## config.mk

```make
export PLATFORM = sky130hd
export DESIGN_NAME = sd_crc4_gen
export DESIGN_NICKNAME = d
export VERILOG_FILES = /design/src/rtl/sd_crc4_pkg.sv /design/src/rtl/sd_crc4_split.sv /design/src/rtl/sd_crc4_lane.sv /design/src/rtl/sd_crc4_pack.sv /design/src/rtl/sd_crc4_gen.sv
export SDC_FILE = /design/constraint.sdc
export NUM_CORES = 1
export LEC_CHECK = 0
export ABC_AREA = 1
export BUFFER_PORTS_ARGS = -buffer_cell sky130_fd_sc_hd__buf_2
export CELL_PAD_IN_SITES_DETAIL_PLACEMENT = 0
export CELL_PAD_IN_SITES_GLOBAL_PLACEMENT = 1
export CORE_MARGIN = 2
export CORE_UTILIZATION = 40
export DETAILED_ROUTE_END_ITERATION = 12
export PLACE_DENSITY = 0.78
export SETUP_SLACK_MARGIN = 0.4
export SYNTH_ARGS = -nofsm -noshare
export SYNTH_HDL_FRONTEND = slang
export SYNTH_SLANG_ARGS = --single-unit
```

## constraint.sdc

```tcl
create_clock -name clk_i -period 1.16 [get_ports clk_i]
set_input_delay 0.058 -clock clk_i [delete_from_list [all_inputs] [get_ports clk_i]]
set_output_delay 0.058 -clock clk_i [all_outputs]
set_load 0.1 [all_outputs]
```

## src/rtl/sd_crc4_pkg.sv

```systemverilog
package sd_crc4_pkg;
  localparam int unsigned SD_BYTE_W = 8;

  typedef enum logic {
    ST_ACC  = 1'b0,
    ST_EMIT = 1'b1
  } sd_crc4_state_e;
endpackage

```

## src/rtl/sd_crc4_split.sv

```systemverilog
// Maps a byte onto per-lane bit pairs; bit STEPS-1 of each lane is folded first.
module sd_crc4_split #(
  parameter int unsigned LANES  = 4,
  parameter int unsigned BYTE_W = 8,
  localparam int unsigned STEPS = BYTE_W / LANES
) (
  input  logic [BYTE_W-1:0]            data_i,
  output logic [LANES-1:0][STEPS-1:0]  lane_bits_o
);
  for (genvar l = 0; l < LANES; l++) begin : g_lane
    for (genvar s = 0; s < STEPS; s++) begin : g_step
      assign lane_bits_o[l][s] = data_i[LANES*s + l];
    end
  end
endmodule

```

## src/rtl/sd_crc4_lane.sv

```systemverilog
module sd_crc4_lane #(
  parameter int unsigned         CRC_W = 16,
  parameter logic [CRC_W-1:0]    POLY  = 16'h1021,
  parameter int unsigned         STEPS = 2
) (
  input  logic              clk_i,
  input  logic              rst_ni,
  input  logic              en_i,
  input  logic              clear_i,
  input  logic [STEPS-1:0]  bits_i,
  output logic [CRC_W-1:0]  crc_o
);
  logic [CRC_W-1:0] crc_q, crc_d;

  // Unrolled fold of STEPS bits in one cycle, MSB of bits_i first.
  always_comb begin
    logic [CRC_W-1:0] c;
    logic             fb;
    c = clear_i ? '0 : crc_q;
    for (int s = STEPS - 1; s >= 0; s--) begin
      fb = c[CRC_W-1];
      c  = c << 1;
      if (fb)        c = c ^ POLY;
      if (bits_i[s]) c = c ^ POLY;
    end
    crc_d = c;
  end

  always_ff @(posedge clk_i or negedge rst_ni) begin
    if (!rst_ni)   crc_q <= '0;
    else if (en_i) crc_q <= crc_d;
  end

  assign crc_o = crc_q;
endmodule

```

## src/rtl/sd_crc4_pack.sv

```systemverilog
// Interleaves lane CRCs into bus symbols and selects one output byte.
module sd_crc4_pack #(
  parameter int unsigned LANES  = 4,
  parameter int unsigned CRC_W  = 16,
  parameter int unsigned BYTE_W = 8,
  localparam int unsigned SPB       = BYTE_W / LANES,
  localparam int unsigned OUT_BYTES = LANES * CRC_W / BYTE_W,
  localparam int unsigned IDX_W     = (OUT_BYTES > 1) ? $clog2(OUT_BYTES) : 1
) (
  input  logic [LANES-1:0][CRC_W-1:0]  crc_i,
  input  logic [IDX_W-1:0]             idx_i,
  output logic [BYTE_W-1:0]            byte_o
);
  logic [OUT_BYTES-1:0][BYTE_W-1:0] bytes;

  for (genvar j = 0; j < OUT_BYTES; j++) begin : g_byte
    for (genvar t = 0; t < SPB; t++) begin : g_sym
      for (genvar l = 0; l < LANES; l++) begin : g_lane
        assign bytes[j][(SPB-1-t)*LANES + l] = crc_i[l][CRC_W-1-(j*SPB+t)];
      end
    end
  end

  assign byte_o = bytes[idx_i];
endmodule

```

## src/rtl/sd_crc4_gen.sv

```systemverilog
module sd_crc4_gen
  import sd_crc4_pkg::*;
#(
  parameter int unsigned      LANES = 4,
  parameter int unsigned      CRC_W = 16,
  parameter logic [CRC_W-1:0] POLY  = 16'h1021
) (
  input  logic                  clk_i,
  input  logic                  rst_ni,
  input  logic                  in_valid_i,
  output logic                  in_ready_o,
  input  logic [SD_BYTE_W-1:0]  in_data_i,
  input  logic                  in_start_i,
  input  logic                  in_last_i,
  output logic                  out_valid_o,
  input  logic                  out_ready_i,
  output logic [SD_BYTE_W-1:0]  out_data_o,
  output logic                  out_last_o
);
  localparam int unsigned STEPS     = SD_BYTE_W / LANES;
  localparam int unsigned OUT_BYTES = LANES * CRC_W / SD_BYTE_W;
  localparam int unsigned IDX_W     = (OUT_BYTES > 1) ? $clog2(OUT_BYTES) : 1;
  localparam logic [IDX_W-1:0] IDX_LAST = IDX_W'(OUT_BYTES - 1);

  sd_crc4_state_e state_q;
  logic [IDX_W-1:0] idx_q;
  logic accept, emit_done;
  logic [LANES-1:0][STEPS-1:0] lane_bits;
  logic [LANES-1:0][CRC_W-1:0] lane_crc;

  assign in_ready_o  = (state_q == ST_ACC);
  assign out_valid_o = (state_q == ST_EMIT);
  assign out_last_o  = out_valid_o && (idx_q == IDX_LAST);
  assign accept      = in_valid_i && in_ready_o;
  assign emit_done   = out_last_o && out_ready_i;

  sd_crc4_split #(.LANES(LANES), .BYTE_W(SD_BYTE_W)) u_split (
    .data_i      (in_data_i),
    .lane_bits_o (lane_bits)
  );

  for (genvar l = 0; l < LANES; l++) begin : g_lane
    sd_crc4_lane #(.CRC_W(CRC_W), .POLY(POLY), .STEPS(STEPS)) u_lane (
      .clk_i   (clk_i),
      .rst_ni  (rst_ni),
      .en_i    (accept),
      .clear_i (in_start_i),
      .bits_i  (lane_bits[l]),
      .crc_o   (lane_crc[l])
    );
  end

  sd_crc4_pack #(.LANES(LANES), .CRC_W(CRC_W), .BYTE_W(SD_BYTE_W)) u_pack (
    .crc_i  (lane_crc),
    .idx_i  (idx_q),
    .byte_o (out_data_o)
  );

  always_ff @(posedge clk_i or negedge rst_ni) begin
    if (!rst_ni) begin
      state_q <= ST_ACC;
    end else if (accept && in_last_i) begin
      state_q <= ST_EMIT;
    end else if (emit_done) begin
      state_q <= ST_ACC;
    end
  end

  always_ff @(posedge clk_i or negedge rst_ni) begin
    if (!rst_ni) begin
      idx_q <= '0;
    end else if (out_valid_o && out_ready_i) begin
      idx_q <= emit_done ? '0 : idx_q + 1'b1;
    end
  end
endmodule

```

==> Word level (Yosys, flattened, before mapping) <==
Index checks and enable logic that the tools add are counted.
{ "totals": {"elab_cells": 57, "register_bits": 68, "input_bits": 14, "memories": 0, "latchBits": 0, "out_inout_bits": 11, "rom_bits": 0, "mem_bits_rw": 0} }
{ "op_classes": {"n_eq_ne": 1, "n_addsub": 1, "n_mux": 25, "bitwise": 17, "magnitude_cmp": 1, "reduce_logical": 6, "shift": 0, "div": 0, "n_mul": 0} }
{ "op_table": {"columns": ["cell", "count"], "rows": [
  ["two-way mux 13 bit", 16],
  ["two-way mux 16 bit", 4],
  ["inverter 3 bit", 16],
  ["binary-select mux 8 bit (select 3 bit)", 1],
  ["two-way mux 8 bit", 1],
  ["logical AND 1 bit", 5],
  ["less-than comparator 3 x 4 -> 1 bit, second input constant", 1],
  ["adder 3 x 1 -> 3 bit, second input constant", 1],
  ["== test 3 bit, second input constant", 1],
  ["two-way mux 3 bit", 1],
  ["two-way mux 1 bit", 2],
  ["nonzero test 2 bit", 1],
  ["inverter 1 bit", 1]
]} }

==> Depth between registers and ports, before layout <==
{ "depth": {"ltp_word": 9, "mapped_depth": 8, "ltp_nobuf": 7} }

==> Hierarchy <==
Synthesis repeated with hierarchy kept, for this count alone.
{ "hier_totals": {"hier_cells": 611, "hier_area_um2": 4190.3} }
{ "modules_own_cells": {"columns": ["module", "cells_per_inst", "instances", "seq_area_each_um2", "area_each_um2"], "rows": [
  ["sd_crc4_lane", 90, 4, 400.4, 745.7],
  ["sd_crc4_pack", 214, 1, 0.0, 933.4],
  ["sd_crc4_gen", 29, 1, 100.1, 214.0],
  ["sd_crc4_split", 8, 1, 0.0, 60.1]
]} }

==> Worst setup path after synthesis <==
No wires, ideal clock.
{ "synth_path": {"path_kind": "flip-flop to flip-flop", "from": "reg state_q (netlist: out_valid_o)", "to": "reg g_lane[0].u_lane.crc_q[5]", "path_stages_with_launch": 8, "required_ns": 1.043, "synth_period_minus_slack_ns": 2.206, "slack_ns": -1.046, "setup_ns": 0.117, "t_arrival_ns": 2.088, "n_path_buf": 2, "path_cell_list": "dfrtp_1 > inv_2 > nand2_4 > inv_2 > buf_6 > buf_2 > nand3_1 > nand2_1"} }
{ "synth_via": {"elab_chain_cells": 2} }
{ "synth_rtl": {"columns": ["element", "line", "rtl"], "rows": [
  ["from (decl)", "sd_crc4_gen.sv:25", "sd_crc4_state_e state_q;"],
  ["from (signal assigned)", "sd_crc4_gen.sv:61", "state_q <= ST_ACC;"],
  ["from (signal assigned)", "sd_crc4_gen.sv:63", "state_q <= ST_EMIT;"],
  ["from (signal assigned)", "sd_crc4_gen.sv:65", "state_q <= ST_ACC;"],
  ["inverter 1 bit", "sd_crc4_gen.sv:31", "assign in_ready_o = (state_q == ST_ACC);"],
  ["net in_ready_o", "sd_crc4_gen.sv:11", "output logic in_ready_o,"],
  ["logical AND 1 bit", "sd_crc4_gen.sv:34", "assign accept = in_valid_i && in_ready_o;"],
  ["to (signal assigned)", "sd_crc4_lane.sv:31", "else if (en_i) crc_q <= crc_d;"],
  ["to (decl)", "sd_crc4_lane.sv:13", "logic [CRC_W-1:0] crc_q, crc_d;"]
]} }
The timed path passes the listed nets, and every way through them passes these cells.
A chain may end at the register's enable or synchronous reset.

==> Final worst setup path <==
{ "layout_path": {"from": "reg idx_q[1]", "to": "out out_data_o[0]"} }
{ "layout_via": {"elab_chain_cells": 2} }
{ "layout_rtl": {"columns": ["element", "line", "rtl"], "rows": [
  ["from (decl)", "sd_crc4_gen.sv:26", "logic [IDX_W-1:0] idx_q;"],
  ["from (signal assigned)", "sd_crc4_gen.sv:73", "idx_q <= emit_done ? '0 : idx_q + 1'b1;"],
  ["binary-select mux 8 bit (select 3 bit)", "sd_crc4_pack.sv:24", "assign byte_o = bytes[idx_i];"],
  ["two-way mux 8 bit (not written as such)", "sd_crc4_pack.sv:24", null],
  ["to (decl)", "sd_crc4_gen.sv:17", "output logic [SD_BYTE_W-1:0] out_data_o,"]
]} }
No other way between the ends. The select of a mux whose other input is x is not followed.

==> impl_metrics.csv <==
group,metric,value,unit
global_route,grt_overflow,0,
synth,synth_area,0.00373,mm²
floorplan,dieHeight,101,µm
detailed_routing,drc,0,
synth,synth_fa_ha_area_frac,0.00671,
floorplan,core-area,0.00915,mm²
timing,period_minus_slack,1730,ps
detailed_routing,drtIter0Drc,220,
timing,tightest_slew,384,ps
synth,synth_compound_area_frac,0.123,
timing,hold_violations,0,
layout,n_antenna_cell,0,
detailed_routing,first_pass_iters,5,
synth,ys_warn_count,0,
timing,rsz0062_at_grt,"true",
cts,cts_inserted_buffers,9,
timing,holdWs,39.2,ps
timing,final.period_utilization,1.49,
synth,yosys.area_share.simple,0.309,
global_route,antenna_found_initial,0,
cts,cts-root-buf,"clkbuf_8",
detailed_routing,wl,12.5,mm
layout,drive_gt1_frac,0.444,
min_path,worstHoldPathCells,4,
cts,clk_latency,360,ps
global_route,grt_max_degree,69,
detailed_routing,via_per_inst,5.42,
layout,final_cell_mix,"nand2_1, dfrtp_1, inv_1",
placement,hpwl,6.02,mm
synth,synth_top_family_by_area,"simple AND/OR/NAND/NOR gates",
layout,fin_cells,719,
placement,place.gp.congestion,0.790,
placement,dpl.cell_count,660,
cts,clk_path_buf_depth,2,
critical_path,crit_required,1100,ps
floorplan,initial_core_util,0.408,
power_and_ir_drop,power_density,3070,mW/mm²
status,status,"finished, violations left",
synth,syn_inst,530,
global_route,gr-usage-all-layers,0.259,
floorplan,rows,35,
synth,synth-xor-area-share,0,
synth,synth_cell_types,17,
floorplan,die_area,0.0101,mm²
critical_path,critPathLaunchType,"flip-flop",
cts,clkSinkCount,68,
run,max_cap_violations,0,
placement,pre_cts_slack,-249,ps
critical_path,end_kind,"primary output",
synth,syn_area_per_cell,7.04,µm²
timing,finalSetupViolations,78,
min_path,hold_class,"primary input to flip-flop",
critical_path,worst-path-max-fanout,8,
detailed_routing,vias,3896,
critical_path,crit_type,"flip-flop to primary output",
global_route,grt_pass1_wl,20.2,mm
timing,final.setup.worst_slack,-565,ps
cts,htree_levels,3,
timing,drv_slew,0,
floorplan,die_w,101,µm
status,violations,"negative setup slack",
critical_path,arrival,1670,ps
detailed_routing,wl_per_cell,17.4,µm
synth,synth_fp_nets,546,
layout,area_growth,67.6,%
power_and_ir_drop,peakVddDrop,2.26,mV
power_and_ir_drop,p_leak,2.91,nW
layout,final_common_cell,"nand2_1",
timing,fin_worst_skew,9.32,ps
layout,fin_nets,619,
critical_path,reg2regPathDepth,9,
synth,yosysSeqAreaShare,0.456,
global_route,grt_pass1_vias,3896,
timing,max_slew_margin,0.744,
detailed_routing,antenna_left,0,
timing,max_freq,580,MHz
cts,clk_pin_slew_worst_paths,80,ps
placement,io_buffer_count,24,
floorplan,ios,25,
synth,synth_mux_area_frac,0,
cts,tritoncts,"built",
synth,synth.ff_latch_count,68,
power_and_ir_drop,p_total,0.0192,W
synthesized netlist by cell type:
master    count  area [µm²]
buf_2        28         140
nor2_1       18        67.6
inv_1        52         195
clkinv_1      1        3.75
nand3_1      75         375
clkbuf_2      1        5.00
nand2_1     186         698
o21ai_0      48         240
dfrtp_1      68        1700
a31oi_1       1        6.26
ha_1          2        25.0
inv_2         5        18.8
o21ai_1      38         190
o31ai_1       3        22.5
nand2_4       1        11.3
buf_6         2        22.5
buf_4         1        7.51
what timing repair did:
item / in CTS / in global routing
hold buffers: 2 / 0
cloned: 20 / 1
buffers inserted: 16 / 4
resized for setup: 162 / 68
hold endpoints to repair: 69 / 0
endpoints found under the setup margin: 79 / 79
pin swaps: 30 / 13
worst max-delay path: stages, from the launching register on:
cell and delay (ps):
dfrtp_2 480, clkinvlp_4 200, o21ai_1 90, o21ai_1 180
nand2_2 120, nand2_8 90, buf_12 160
path summary, 6_finish.rpt:
check	from	end	slack [ps]
max in group asynchronous	rst_ni	out_valid_o$_DFFE_PN0P_	580
hold reg to reg	g_lane[1].u_lane.crc_o[5]$_DFFE_PN0P_	g_lane[1].u_lane.crc_o[5]$_DFFE_PN0P_	520
setup / recovery	idx_q[1]$_DFFE_PN0P_	out_data_o[0]	-570
hold / removal	out_ready_i	out_valid_o$_DFFE_PN0P_	40
min in group asynchronous	rst_ni	g_lane[1].u_lane.crc_o[7]$_DFFE_PN0P_	230
setup reg to reg	out_valid_o$_DFFE_PN0P_	g_lane[0].u_lane.crc_o[12]$_DFFE_PN0P_	-320
power by group:
| group | leakage, nW | switching [W] | internal (W) |
|---|---|---|---|
| sequential | 0.882 | 0.00106 | 0.00337 |
| clock | 0.109 | 0.00104 | 0.00120 |
| combinational | 1.92 | 0.00711 | 0.00538 |
| total | 2.91 | 0.00921 | 0.00996 |
flip-flops by register name (all words and copies together), names as in the netlist:
register,cells
g_lane.u_lane.crc_o,64
idx_q,3
out_valid_o,1
logic make-up after synthesis:
group | Yosys count
adder cells (fa/ha/maj) | 2
flip-flops | 68
AO/OA/AOI/OAI | 90
buffers and inverters | 90
AND/OR/NAND/NOR | 280
cell type report:
class                      instances  area (µm²)
fill                             667        2900
multi-input combinational        372        2400
sequential                        68        1710
timing repair buffer              93        1530
inverter                          58         255
tap                              111         139
clock buffer                       9         124
clock inverter                     7        91.3
timing repair inverter             1        7.51
per-stage QoR:
| step | util | cell area, µm² | TNS [ps] |
|---|---|---|---|
| global route | 0.683 | 6250 | -23170 |
| detailed placement | 0.488 | 4470 | -5580 |
| CTS | 0.646 | 5910 | -19020 |
| global placement | 0.488 | 4470 | -4660 |
| finish | 0.683 | 6250 | -19790 |
| floorplan | - | 4000 | -15270 |
metal layers:
metal,track usage,vias to the layer above,part of all wire
met2,0.430,112,0.52
li1,-,1860,-
met4,0.0875,0,0.015
met3,0.0430,14,0.041
met1,0.344,1910,0.43
met5,0,-,0
Power figures use the tool's default switching activity.
